### src/rtl/sdc_pkg.sv
// Package sdc_pkg
// Shared constants for the self-stopping down counter.
// Assumes a fixed stop code; the width is kept as a constant so derived values follow it.
package sdc_pkg;
    localparam int unsigned CNT_W = 4;
    localparam logic [CNT_W-1:0] PRESET_CODE = {CNT_W{1'b1}};
    localparam logic [CNT_W-1:0] HALT_CODE = 4'b0110;
    typedef logic [CNT_W-1:0] cnt_t;
endpackage

### src/rtl/sdc_toggle_stage.sv
// Module sdc_toggle_stage
// One toggle flip-flop stage with a synchronous active-low preset to 1.
// Assumes tgl is a registered-domain signal that is stable before the rising edge.
module sdc_toggle_stage (
    input  logic clk,
    input  logic rst_n,
    input  logic tgl,
    output logic q
);
    // Purpose: preset on reset, otherwise invert when told to toggle.
    always_ff @(posedge clk) begin
        if (!rst_n)
            q <= 1'b1;
        else if (tgl)
            q <= ~q;
    end

    // a requested toggle must flip the stage, and no request must keep it.
    p_toggle_flip_r7: assert property (@(posedge clk) disable iff (!rst_n)
        tgl |=> (q != $past(q)));
    p_toggle_keep_r7: assert property (@(posedge clk) disable iff (!rst_n)
        !tgl |=> $stable(q));
endmodule

### src/rtl/sdc_halt_detect.sv
// Module sdc_halt_detect
// Compares the count with the fixed halt code and raises the halt flag.
// Purely combinational; assumes count is the registered counter value.
module sdc_halt_detect
    import sdc_pkg::*;
(
    input  cnt_t count,
    output logic halt
);
    // Purpose: flag the terminal code.
    always_comb begin
        halt = (count == HALT_CODE);
    end
endmodule

### src/rtl/sdc_borrow_chain.sv
// Module sdc_borrow_chain
// Builds each stage's toggle request for down counting.
// The LSB request is gated by the halt flag, and every higher request is
// qualified by the LSB request, so a held LSB freezes the whole word.
module sdc_borrow_chain
    import sdc_pkg::*;
(
    input  logic cnt_en,
    input  logic halt,
    input  cnt_t count,
    output cnt_t tgl
);
    localparam int unsigned W = CNT_W;

    // Purpose: LSB steps unless halted or disabled; bit i steps when all lower bits borrow.
    always_comb begin
        logic lower_zero;
        lower_zero = 1'b1;
        tgl[0] = cnt_en & ~halt;
        for (int i = 1; i < W; i++) begin
            lower_zero = lower_zero & ~count[i-1];
            tgl[i] = tgl[0] & lower_zero;
        end
    end
endmodule

### src/rtl/sdc_down_counter.sv
// Module sdc_down_counter
// Top of the self-stopping down counter: a row of toggle stages, a borrow
// chain and a halt detector. Assumes a single clock and a synchronous active-low reset.
module sdc_down_counter
    import sdc_pkg::*;
(
    input  logic             clk,
    input  logic             rst_n,
    input  logic             cnt_en,
    output logic [CNT_W-1:0] count,
    output logic             stopped
);
    cnt_t q_vec;
    cnt_t tgl_vec;
    logic halt;

    sdc_halt_detect u_halt (
        .count (q_vec),
        .halt  (halt)
    );

    sdc_borrow_chain u_chain (
        .cnt_en (cnt_en),
        .halt   (halt),
        .count  (q_vec),
        .tgl    (tgl_vec)
    );

    for (genvar g = 0; g < CNT_W; g++) begin : g_stage
        sdc_toggle_stage u_stage (
            .clk   (clk),
            .rst_n (rst_n),
            .tgl   (tgl_vec[g]),
            .q     (q_vec[g])
        );
    end

    // Purpose: drive the outputs from the stage row and the detector.
    always_comb begin
        count   = q_vec;
        stopped = halt;
    end

    // reset presets the count and clears the halt flag.
    p_reset_load_r1: assert property (@(posedge clk)
        !rst_n |=> (count == PRESET_CODE && !stopped));
    // an enabled, running edge steps the count down by one.
    p_step_down_r2: assert property (@(posedge clk) disable iff (!rst_n)
        (cnt_en && !stopped) |=> (count == cnt_t'($past(count) - 1'b1)));
    // the halt state persists until reset.
    p_halt_sticky_r4: assert property (@(posedge clk) disable iff (!rst_n)
        stopped |=> (stopped && $stable(count)));
    // a disabled edge holds the count.
    p_hold_idle_r5: assert property (@(posedge clk) disable iff (!rst_n)
        !cnt_en |=> $stable(count));
    // the count never falls below the halt code.
    p_floor_r8: assert property (@(posedge clk) disable iff (!rst_n)
        ##1 (count >= HALT_CODE));
endmodule

### config.mk
export PLATFORM = sky130hd
export DESIGN_NAME = sdc_down_counter
export DESIGN_NICKNAME = d
export VERILOG_FILES = /design/src/rtl/sdc_pkg.sv /design/src/rtl/sdc_toggle_stage.sv /design/src/rtl/sdc_halt_detect.sv /design/src/rtl/sdc_borrow_chain.sv /design/src/rtl/sdc_down_counter.sv
export SDC_FILE = /design/constraint.sdc
export NUM_CORES = 1
export LEC_CHECK = 0
export BUFFER_PORTS_ARGS = -buffer_cell sky130_fd_sc_hd__buf_2
export CORE_AREA = 2 2 39 41
export CTS_BUF_LIST = sky130_fd_sc_hd__clkbuf_16
export DETAILED_ROUTE_END_ITERATION = 12
export DIE_AREA = 0 0 41 43
export HOLD_SLACK_MARGIN = 0.06
export PLACE_DENSITY = 0.44
export SYNTH_ARGS = -nofsm -noshare
export SYNTH_HDL_FRONTEND = slang
export SYNTH_SLANG_ARGS = --single-unit
### constraint.sdc
create_clock -name clk -period 1 [get_ports clk]
set_input_delay 0.1 -clock clk [delete_from_list [all_inputs] [get_ports clk]]
set_output_delay 0.1 -clock clk [all_outputs]
set_load 0.02 [all_outputs]
; ---- Yosys cells after proc, flatten, opt, wreduce, memory -nomap -nowiden
; Cells that the tools add are included.
[word_totals]
register_bits = 4
input_bits = 3
elab_cells = 16
output_inout_bits = 5
[op_classes]
eq_ne = 1
bitwise = 11
[op_table]
columns = op, count
row1 = $and A1 B1 Y1, 6
row2 = $not A1 Y1, 5
row3 = $eq A4 B3 Y1 const B, 1

; ---- Longest topological paths before layout
; Gate-level depths: netlist (run 1).
[logic_depth]
word_depth = 4
depth_mapped = 3
ltp_nobuf = 3

; ---- Modules after synthesis
; Synthesis (run 1) repeated with hierarchy kept, for this count alone.
[unflattened]
hier_cells = 18
hier_area_um2 = 181.4
[by_module_without_submodules]
columns = module, cells_per_inst, seq_area_each_um2, area_each_um2, n_inst
row1 = sdc_toggle_stage, 3, 20.0, 32.5, 4
row2 = sdc_borrow_chain, 5, 0.0, 38.8, 1
row3 = sdc_halt_detect, 1, 0.0, 12.5, 1

; ---- Worst setup path before layout (run 1)
; Ideal clock, no wire load.
[synth_timing]
path_type = reg-to-output
startpoint = register g_stage[2].u_stage.q
endpoint = output port stopped
n_path_buf = 0
arrival_time_ns = 0.917
setup_slack_ns = -0.017
path_stages_with_launch = 4
cell_sequence = dfxtp_1 > nor2b_1 > nand2_1 > nor2_1
[synth_between]
elab_chain_cells = 1
[synth_lines]
columns = item, line_no
row1 = from (decl), sdc_toggle_stage.sv:8  ; output logic q
row2 = from (signal assigned), sdc_toggle_stage.sv:15  ; q <= ~q;
row3 = $eq A4 B3 Y1, sdc_halt_detect.sv:12  ; halt = (count == HALT_CODE);
row4 = to (decl), sdc_down_counter.sv:11  ; output logic stopped
; No other way between the ends.

; ---- Final worst setup path (run 1)
; Same ends and word-level chain as after synthesis.

==> results of run 1 <==
-- cell families (layout without fill, tap and decap cells) --
family / after synthesis / count (layout) / share of synthesized area [%]
compound gates: 4 / 4 / 11.6
buf+inv: 6 / 16 / 17.4
xor+xnor: 1 / 1 / 4.07
simple gates: 9 / 9 / 29.7
flops: 4 / 4 / 37.2
-- critical path, cell delays in order, from the launching register on --
cell and delay [ps]:
sky130_fd_sc_hd__dfxtp_2 320, sky130_fd_sc_hd__nor2b_4 150, sky130_fd_sc_hd__nand2_2 70, sky130_fd_sc_hd__nor2_2 90, sky130_fd_sc_hd__buf_6 120
-- power by group --
part	leakage (nW)	internal (mW)	switching, mW	total [mW]
sequential	0.0318	0.167	0.0108	0.178
combinational	0.105	0.0235	0.0263	0.0498
clock	0.0370	0.511	0.116	0.627
total	0.173	0.702	0.153	0.855
-- routing by layer --
layer  share of wire (%)  wire, um
met1                  55       245
met2                  32       141
met3                  13        56
met4                   0         0
met5                   0         0
-- timing repair --
action	CTS	global route
buffers inserted	1	2
pin swaps	3	3
endpoints found under the setup margin	3	4
gates resized for setup	6	6
-- how the worst max path moves through the flow --
stage | startpoint | end | slack [ps] | depth (start not counted)
after floorplan | g_stage[2].u_stage.q | g_stage[0].u_stage.q | 40 | 3
after global placement | g_stage[2].u_stage.q | g_stage[0].u_stage.q | -40 | 3
after detailed placement | g_stage[2].u_stage.q | g_stage[0].u_stage.q | -40 | 3
after CTS | g_stage[2].u_stage.q | stopped | -80 | 4
after global routing | g_stage[2].u_stage.q | stopped | -130 | 4
final | g_stage[2].u_stage.q | stopped | -70 | 4
-- metrics by stage --
step / instances / setup TNS [ps] / setup WS [ps]
3_5_place_dp: 44 / -76.7 / -39.3
5_1_grt: 50 / -302 / -129
3_3_place_gp: 44 / -76.1 / -38.8
6_report: 50 / -122 / -72.8
2_1_floorplan: 24 / 0 / 41.8
4_1_cts: 48 / -137 / -84.9
-- area by class of cell --
cell class	count	area, um^2	share of cell area, %
clock buffers	3	75.1	19.7
multi-input cells	14	110	28.9
flip-flops and latches	4	86.3	22.7
repair buffers	11	81.3	21.4
well taps	16	20.0	5.26
inverters	2	7.51	1.97
-- cell usage in the layout (no fill, tap or decap), drive strengths merged --
cell and instances:
a31o 1, xnor2 1, nor2 1, nor2b 1, a31oi 1, clkbuf 3
nor4b 1, nor3 1, nand3b 1, inv 2, nand2 3, dfxtp 4
o21ai 2, nand2b 1, buf 11
==> impl_metrics.toml, run 1 <==
[status]
status = "finished with violations"
failed_checks = "negative setup slack"

[sta]
hold_viol_final = 0
tightest_slew_ps = 230
min_period_over_period_pct = 107
max_freq_mhz = 932
setup_ws_ps = -72.8
hold_ws_ps = 92.6
drv_slew = 0
final.min_clock_period_ps = 1070
finalSetupViolations = 2
slew-limit-headroom_pct = 84.6
clock_skew_ps = 4.28
grt_setup_unrepaired = "yes"

[critical_path]
r2r.worst_path.cells = 4
crit_arrival_ps = 970
ff2ff_setup_slack_ps = -50
worst_r2r_startpoint = "g_stage[2].u_stage.q"
critical_path_launch_point_type = "flip-flop"
endpoint_kind = "output pin"
worst_ep_required_time_ps = 900
path_class = "reg2out"
highest_net_fanout_along_the_worst_path = 2
reg2reg_to = "g_stage[3].u_stage.q"

[route]
detailed_route_iter0_violations = 6
wl_um = 444
detail_route.first_pass.iterations = 2
vias_per_cell = 3.54
post_drt_wl_per_cell_um = 8.88
vias = 177
antenna_left = 0
drc = 0

[clocking]
clock_sink_count = 4
clock_tree.buffer_depth = 2
tritoncts = "done"
cts_hold_buf = 0
cts_buffers = 3
cts.root.buffer_cell = "sky130_fd_sc_hd__clkbuf_16"
clock_pin_transition_on_the_worst_setup_and_hold_timing_paths_ps = 30
h-tree-depth = 1
clock_latency_ps = 230

[yosys]
post-synth-top-area-cell = "sky130_fd_sc_hd__dfxtp_1"
yosysWarnings = 0
synth_area_leaders = "sky130_fd_sc_hd__dfxtp_1 37%, sky130_fd_sc_hd__buf_4 14%, sky130_fd_sc_hd__nor4b_4 11%"
yosysTopAreaCellShare_pct = 37.2
synth-edff-count = 0
dominantRegCellSynth = "sky130_fd_sc_hd__dfxtp_1"
yosys-top-cells-count = "4 x sky130_fd_sc_hd__buf_4, 4 x sky130_fd_sc_hd__dfxtp_1, 3 x sky130_fd_sc_hd__nand2_1"
post_synthesis_net_count = 27
part_of_the_yosys_area_used_for_sequential_elements_pct = 37.2
yosys.cell_types.count = 15
async_reset_ff_share_pct = 0
synth_area_um2 = 215
synth_area_per_cell_um2 = 8.97
synth.ff_latch_count = 4
syn-instance-count = 24

[floorplanning]
fp.coreArea_um2 = 1380
floorplan.die.width_um = 41
row_count = 14
die_y_um = 43
initial_core_util_pct = 15.6
pin_count = 8
die_area_um2 = 1760

[global_route]
grt-busiest-layer = "met1"
vias_in_the_first_global_route = 162
antenna_found_initial = 0
grt.met2_usage_pct = 5.63
groute.layer.met3.usage_pct = 6.28
groute.usage.overall_pct = 7.13
grt_start_max_net_pins = 6
total_gr_overflow = 0
grt_first_pass_wirelength_um = 745
global_route.usage.met1_pct = 11.3

[layout]
final_std_cell_area_no_fill_um2 = 380
largest_register_ff_count = 4
top_register = "g_stage.u_stage.q"
antenna_cells_inserted = 0
fin_nets = 39
final.fill_count = 143
drive_above_1_share_pct = 61.8
regs_by_ff_count = "g_stage.u_stage.q (4)"
final_util_pct = 27.5
layout-area-overhead-vs-synth_pct = 76.7

[worst_hold_path]
min-delay-path-class = "in2reg"
hold_path_end = "g_stage[3].u_stage.q"
whs_path_depth = 2
timing.hold.worst.start = "rst_n"

[placement]
placer_congestion = 0.643
placed_area_um2 = 250
port_buffers = 7

[run]
maxCapViolCount = 0

[power]
power.static_leakage_nw = 0.173
max-vdd-ir-drop_mv = 1.04
p_total_mw = 0.855
power_density_nw_per_um2 = 2250
(Power assumes the default switching activity.)
==> run 2: changes to the inputs <==
Settings changed: BUFFER_PORTS_ARGS -buffer_cell sky130_fd_sc_hd__buf_2 to -buffer_cell sky130_fd_sc_hd__buf_4.
==> impl_metrics.toml, run 2 (synthesized netlist as in run 1, its figures left out) <==
[floorplanning]
initial_core_util_pct = 15.6
die_y_um = 43
row_count = 14
pin_count = 8
fp.coreArea_um2 = 1380
die_area_um2 = 1760
floorplan.die.width_um = 41

[route]
vias = 198
antenna_left = 0
wl_um = 513
detailed_route_iter0_violations = 2
drc = 0
detail_route.first_pass.iterations = 2
post_drt_wl_per_cell_um = 10.1
vias_per_cell = 3.88

[status]
failed_checks = "negative setup slack"
status = "finished with violations"

[layout]
drive_above_1_share_pct = 62.9
layout.cells.most_common_list = "8 x sky130_fd_sc_hd__buf_4, 4 x sky130_fd_sc_hd__buf_6, 3 x sky130_fd_sc_hd__clkbuf_16"
antenna_cells_inserted = 0
final_util_pct = 29.2
largest_register_ff_count = 4
most_common_library_cell_in_the_layout_ignoring_fill_and_taps = "sky130_fd_sc_hd__buf_4"
layout-area-overhead-vs-synth_pct = 87.8
fin_nets = 40
final.fill_count = 149
regs_by_ff_count = "g_stage.u_stage.q (4)"
top_register = "g_stage.u_stage.q"

[critical_path]
path_class = "reg2out"
worst_ep_required_time_ps = 900
reg2reg_to = "g_stage[3].u_stage.q"
critical_path_launch_point_type = "flip-flop"
ff2ff_setup_slack_ps = -80
endpoint_kind = "output pin"
r2r.worst_path.cells = 4
worst_r2r_startpoint = "g_stage[2].u_stage.q"
crit_arrival_ps = 1000
highest_net_fanout_along_the_worst_path = 2

[global_route]
grt_start_max_net_pins = 7
total_gr_overflow = 0
vias_in_the_first_global_route = 190
grt_first_pass_wirelength_um = 883
groute.usage.overall_pct = 8.73
antenna_found_initial = 0

[clocking]
tritoncts = "done"
clock_tree.buffer_depth = 2
clock_sink_count = 4
cts_buffers = 3
h-tree-depth = 1
clock_latency_ps = 220
cts.root.buffer_cell = "sky130_fd_sc_hd__clkbuf_16"
cts_hold_buf = 0
clock_pin_transition_on_the_worst_setup_and_hold_timing_paths_ps = 30

[sta]
slew-limit-headroom_pct = 84.5
finalSetupViolations = 4
drv_slew = 0
tightest_slew_ps = 232
max_freq_mhz = 906
hold_viol_final = 0
clock_skew_ps = 1.09
final.min_clock_period_ps = 1100
setup_ws_ps = -103
setup-tns-final_ps = -224
grt_setup_unrepaired = "yes"
min_period_over_period_pct = 110

[worst_hold_path]
whs_path_depth = 2
min-delay-path-class = "in2reg"
timing.hold.worst.start = "rst_n"
hold_path_end = "g_stage[3].u_stage.q"

[run]
maxCapViolCount = 0

[power]
power_density_nw_per_um2 = 2110
max-vdd-ir-drop_mv = 1.20
power.static_leakage_nw = 0.187

[placement]
port_buffers = 7
dp.final_hpwl_um = 312
placer_congestion = 0.754
run 2: worst max path at each step:
stage                               startpoint              endpoint  slack, ps  cells after the start
final                     g_stage[2].u_stage.q               stopped       -100                      4
after floorplan           g_stage[2].u_stage.q  g_stage[0].u_stage.q         40                      3
after detailed placement  g_stage[2].u_stage.q  g_stage[0].u_stage.q        -40                      3
after CTS                 g_stage[2].u_stage.q               stopped       -110                      4
after global routing      g_stage[2].u_stage.q               stopped       -150                      4
after global placement    g_stage[2].u_stage.q  g_stage[0].u_stage.q        -30                      3
run 2: worst max-delay path, stage by stage, from the launching register on:
cell                      delay, ps
sky130_fd_sc_hd__dfxtp_4        340
sky130_fd_sc_hd__nor2b_4        150
sky130_fd_sc_hd__nand2_2         70
sky130_fd_sc_hd__nor2_2         100
sky130_fd_sc_hd__buf_6          120
run 2: per-stage QoR:
| step | hold slack, ps | instance area (um^2) | total power [mW] | std cells | worst slack (ps) |
|---|---|---|---|---|---|
| after floorplan | 162 | 218 | 0.213 | 24 | 41.8 |
| after global placement | 307 | 275 | 0.228 | 45 | -25.1 |
| after detailed placement | 314 | 275 | 0.229 | 45 | -39.1 |
| after CTS | 80.9 | 389 | 0.854 | 50 | -112 |
| after global routing | 96.5 | 404 | 0.878 | 51 | -145 |
| final | 78.2 | 404 | 0.852 | 51 | -103 |
run 2: routing by layer:
metal / vias to the layer above / track usage, % / wire length (um)
met5: - / 0 / 0
met4: 0 / 8.00 / 23
met3: 4 / 8.38 / 65
met2: 10 / 9.69 / 194
met1: 85 / 8.97 / 230
li1: 99 / - / -
run 2: timing repair:
action | CTS | global route
pin swaps | 4 | 5
setup endpoints to repair | 3 | 5
buffers inserted | 2 | 1
gates resized for setup | 9 | 2
run 2: where the power goes:
part | internal [mW] | switching (mW) | total (mW)
combinational | 0.0263 | 0.0247 | 0.0509
sequential | 0.166 | 0.0127 | 0.179
clock | 0.511 | 0.112 | 0.622
run 2: layout make-up:
| cell class | count | area, um^2 | share of cell area (%) |
|---|---|---|---|
| multi-input cells | 14 | 110 | 27.2 |
| flip-flops and latches | 4 | 86.3 | 21.4 |
| repair buffers | 12 | 105 | 26.0 |
| well taps | 16 | 20.0 | 4.95 |
| clock buffers | 3 | 75.1 | 18.6 |
| inverters | 2 | 7.51 | 1.86 |
==> run 3: changes to the inputs <==
Settings changed: ABC_AREA set to 1.
==> impl_metrics.toml, run 3 <==
[sta]
drv_slew = 0
clock_skew_ps = 0.979
min_period_over_period_pct = 99.1
tightest_slew_ps = 139
setup-tns-final_ps = 0
max_freq_mhz = 1010
slew-limit-headroom_pct = 90.8
grt_setup_unrepaired = "yes"
hold_viol_final = 0
finalSetupViolations = 0
final.min_clock_period_ps = 991

[power]
power_frac_clock_pct = 73.2
share_seq_of_total_power_pct = 20.7
switching_share_pct = 16.7
p_total_mw = 0.844
netsw_mw = 0.141
combinationalPowerShare_pct = 6.2
max-vdd-ir-drop_mv = 1.05
power.static_leakage_nw = 0.199
power_density_nw_per_um2 = 2310
power_report.internal_total_mw = 0.703

[global_route]
antenna_found_initial = 0
grt_first_pass_wirelength_um = 627
total_gr_overflow = 0
groute.usage.overall_pct = 6.22
vias_in_the_first_global_route = 163
grt_start_max_net_pins = 6

[yosys]
yosys.cell_count.top_type = "sky130_fd_sc_hd__nand2_1"
synth-edff-count = 0
yosysWarnings = 0
post-synth-top-area-cell = "sky130_fd_sc_hd__dfxtp_1"
synth_area_um2 = 211
yosys-top-cells-count = "9 x sky130_fd_sc_hd__nand2_1, 6 x sky130_fd_sc_hd__inv_1, 4 x sky130_fd_sc_hd__buf_4, 4 x sky130_fd_sc_hd__dfxtp_1, 3 x sky130_fd_sc_hd__nand3_1"
yosysTopAreaCellShare_pct = 37.9
syn-instance-count = 32
synth_area_leaders = "sky130_fd_sc_hd__dfxtp_1 38%, sky130_fd_sc_hd__nand2_1 16%, sky130_fd_sc_hd__buf_4 14%"
post_synthesis_net_count = 35
synth_area_per_cell_um2 = 6.61
async_reset_ff_share_pct = 0
dominantRegCellSynth = "sky130_fd_sc_hd__dfxtp_1"
synth.ff_latch_count = 4
part_of_the_yosys_area_used_for_sequential_elements_pct = 37.9
yosys.cell_types.count = 9

[floorplanning]
fp.coreArea_um2 = 1380
die_y_um = 43
die_area_um2 = 1760
row_count = 14
floorplan.die.width_um = 41
initial_core_util_pct = 15.3
pin_count = 8

[layout]
regs_by_ff_count = "g_stage.u_stage.q (4)"
antenna_cells_inserted = 0
layout-area-overhead-vs-synth_pct = 72.8
top_register = "g_stage.u_stage.q"
final_util_pct = 26.4
final_std_cell_area_no_fill_um2 = 365
final-instance-count-excl-fill = 57
most_common_library_cell_in_the_layout_ignoring_fill_and_taps = "sky130_fd_sc_hd__buf_4"
layout.cells.most_common_list = "9 x sky130_fd_sc_hd__buf_4, 8 x sky130_fd_sc_hd__nand2_1, 6 x sky130_fd_sc_hd__inv_1"
fin_nets = 46
largest_register_ff_count = 4
drive_above_1_share_pct = 46.3

[critical_path]
endpoint_kind = "output pin"
highest_net_fanout_along_the_worst_path = 5
crit_start = "g_stage[0].u_stage.q"
critical_path_launch_point_type = "flip-flop"
ff2ff_setup_slack_ps = 50
crit_arrival_ps = 890
path_class = "reg2out"
worst_r2r_startpoint = "g_stage[0].u_stage.q"
worst_ep_required_time_ps = 900
r2r.worst_path.cells = 6
reg2reg_to = "g_stage[0].u_stage.q"

[route]
drc = 0
wl_um = 409
post_drt_wl_per_cell_um = 7.18
detail_route.first_pass.iterations = 2
detailed_route_iter0_violations = 1
antenna_left = 0
vias_per_cell = 3.74
vias = 213

[placement]
placed_area_um2 = 254
placer_congestion = 0.730
port_buffers = 7
placedCellCount = 51
dp.final_hpwl_um = 316

[clocking]
cts_buffers = 3
clock_sink_count = 4
cts.root.buffer_cell = "sky130_fd_sc_hd__clkbuf_16"
clock_pin_transition_on_the_worst_setup_and_hold_timing_paths_ps = 30
tritoncts = "done"
clock_tree.buffer_depth = 2
h-tree-depth = 1
clock_latency_ps = 220

[worst_hold_path]
hold_path_end = "g_stage[3].u_stage.q"
min-delay-path-class = "in2reg"
whs_path_depth = 2
timing.hold.worst.start = "rst_n"

[status]
status = "finished clean"

[run]
maxCapViolCount = 0
## run 3: how the worst max path moves through the flow
stage,to,slack (ps),cells past startpoint
3_5_place_dp,g_stage[3].u_stage.q,160,4
6_report,stopped,9,4
3_3_place_gp,g_stage[3].u_stage.q,150,4
4_1_cts,stopped,6,4
2_1_floorplan,g_stage[3].u_stage.q,210,4
5_1_grt,stopped,-40,5
## run 3: cell families after synthesis
family,count (synthesis),share of synthesized area (%)
flip-flops,4,37.9
buffers and inverters,10,24.9
AND/OR/NAND/NOR,16,32.5
AO/OA/AOI/OAI,2,4.73
## run 3: through the flow
step,setup WS (ps),hold WS (ps)
2_1_floorplan,214,184
3_3_place_gp,148,319
3_5_place_dp,158,322
4_1_cts,6.37,82.1
5_1_grt,-44.1,98.5
6_report,8.79,81.7
## run 3: layer usage
| layer | up-vias | wire (um) | global-route usage (%) |
|---|---|---|---|
| li1 | 114 | - | - |
| met2 | 9 | 146 | 5.63 |
| met4 | 0 | 14 | 8.00 |
| met1 | 88 | 212 | 7.40 |
| met3 | 2 | 35 | 4.71 |
| met5 | - | 0 | 0 |
## run 3: power groups by stage
stage / Clock (mW) / Combinational (mW) / Sequential (mW)
global route: 0.637 / 0.0561 / 0.176
detailed placement: 0 / 0.0455 / 0.179
CTS: 0.632 / 0.0516 / 0.175
global placement: 0 / 0.0463 / 0.179
finish: 0.617 / 0.0519 / 0.174
floorplan: 0 / 0.0339 / 0.177
## run 3: worst max-delay path: stages (launching register included)
cell and delay, ps:
sky130_fd_sc_hd__dfxtp_4 340, sky130_fd_sc_hd__nor2_1 80, sky130_fd_sc_hd__nand2_1 70, sky130_fd_sc_hd__inv_1 60, sky130_fd_sc_hd__buf_6 110
## run 3: repair_timing
action                                 CTS  global route
setup buffers                            2             1
pin swaps                                2             1
endpoints found under the hold margin    0             0
hold buffers                             0             0
setup endpoints to repair                1             1
resized for setup                        6             1
## run 3: layout make-up
type                       instances  area, um^2
fill                             159        1020
sequential                         4        87.6
clock buffer                       3        75.1
timing repair buffer              10        78.8
inverter                           6        22.5
tap                               16        20.0
multi-input combinational         18        81.3
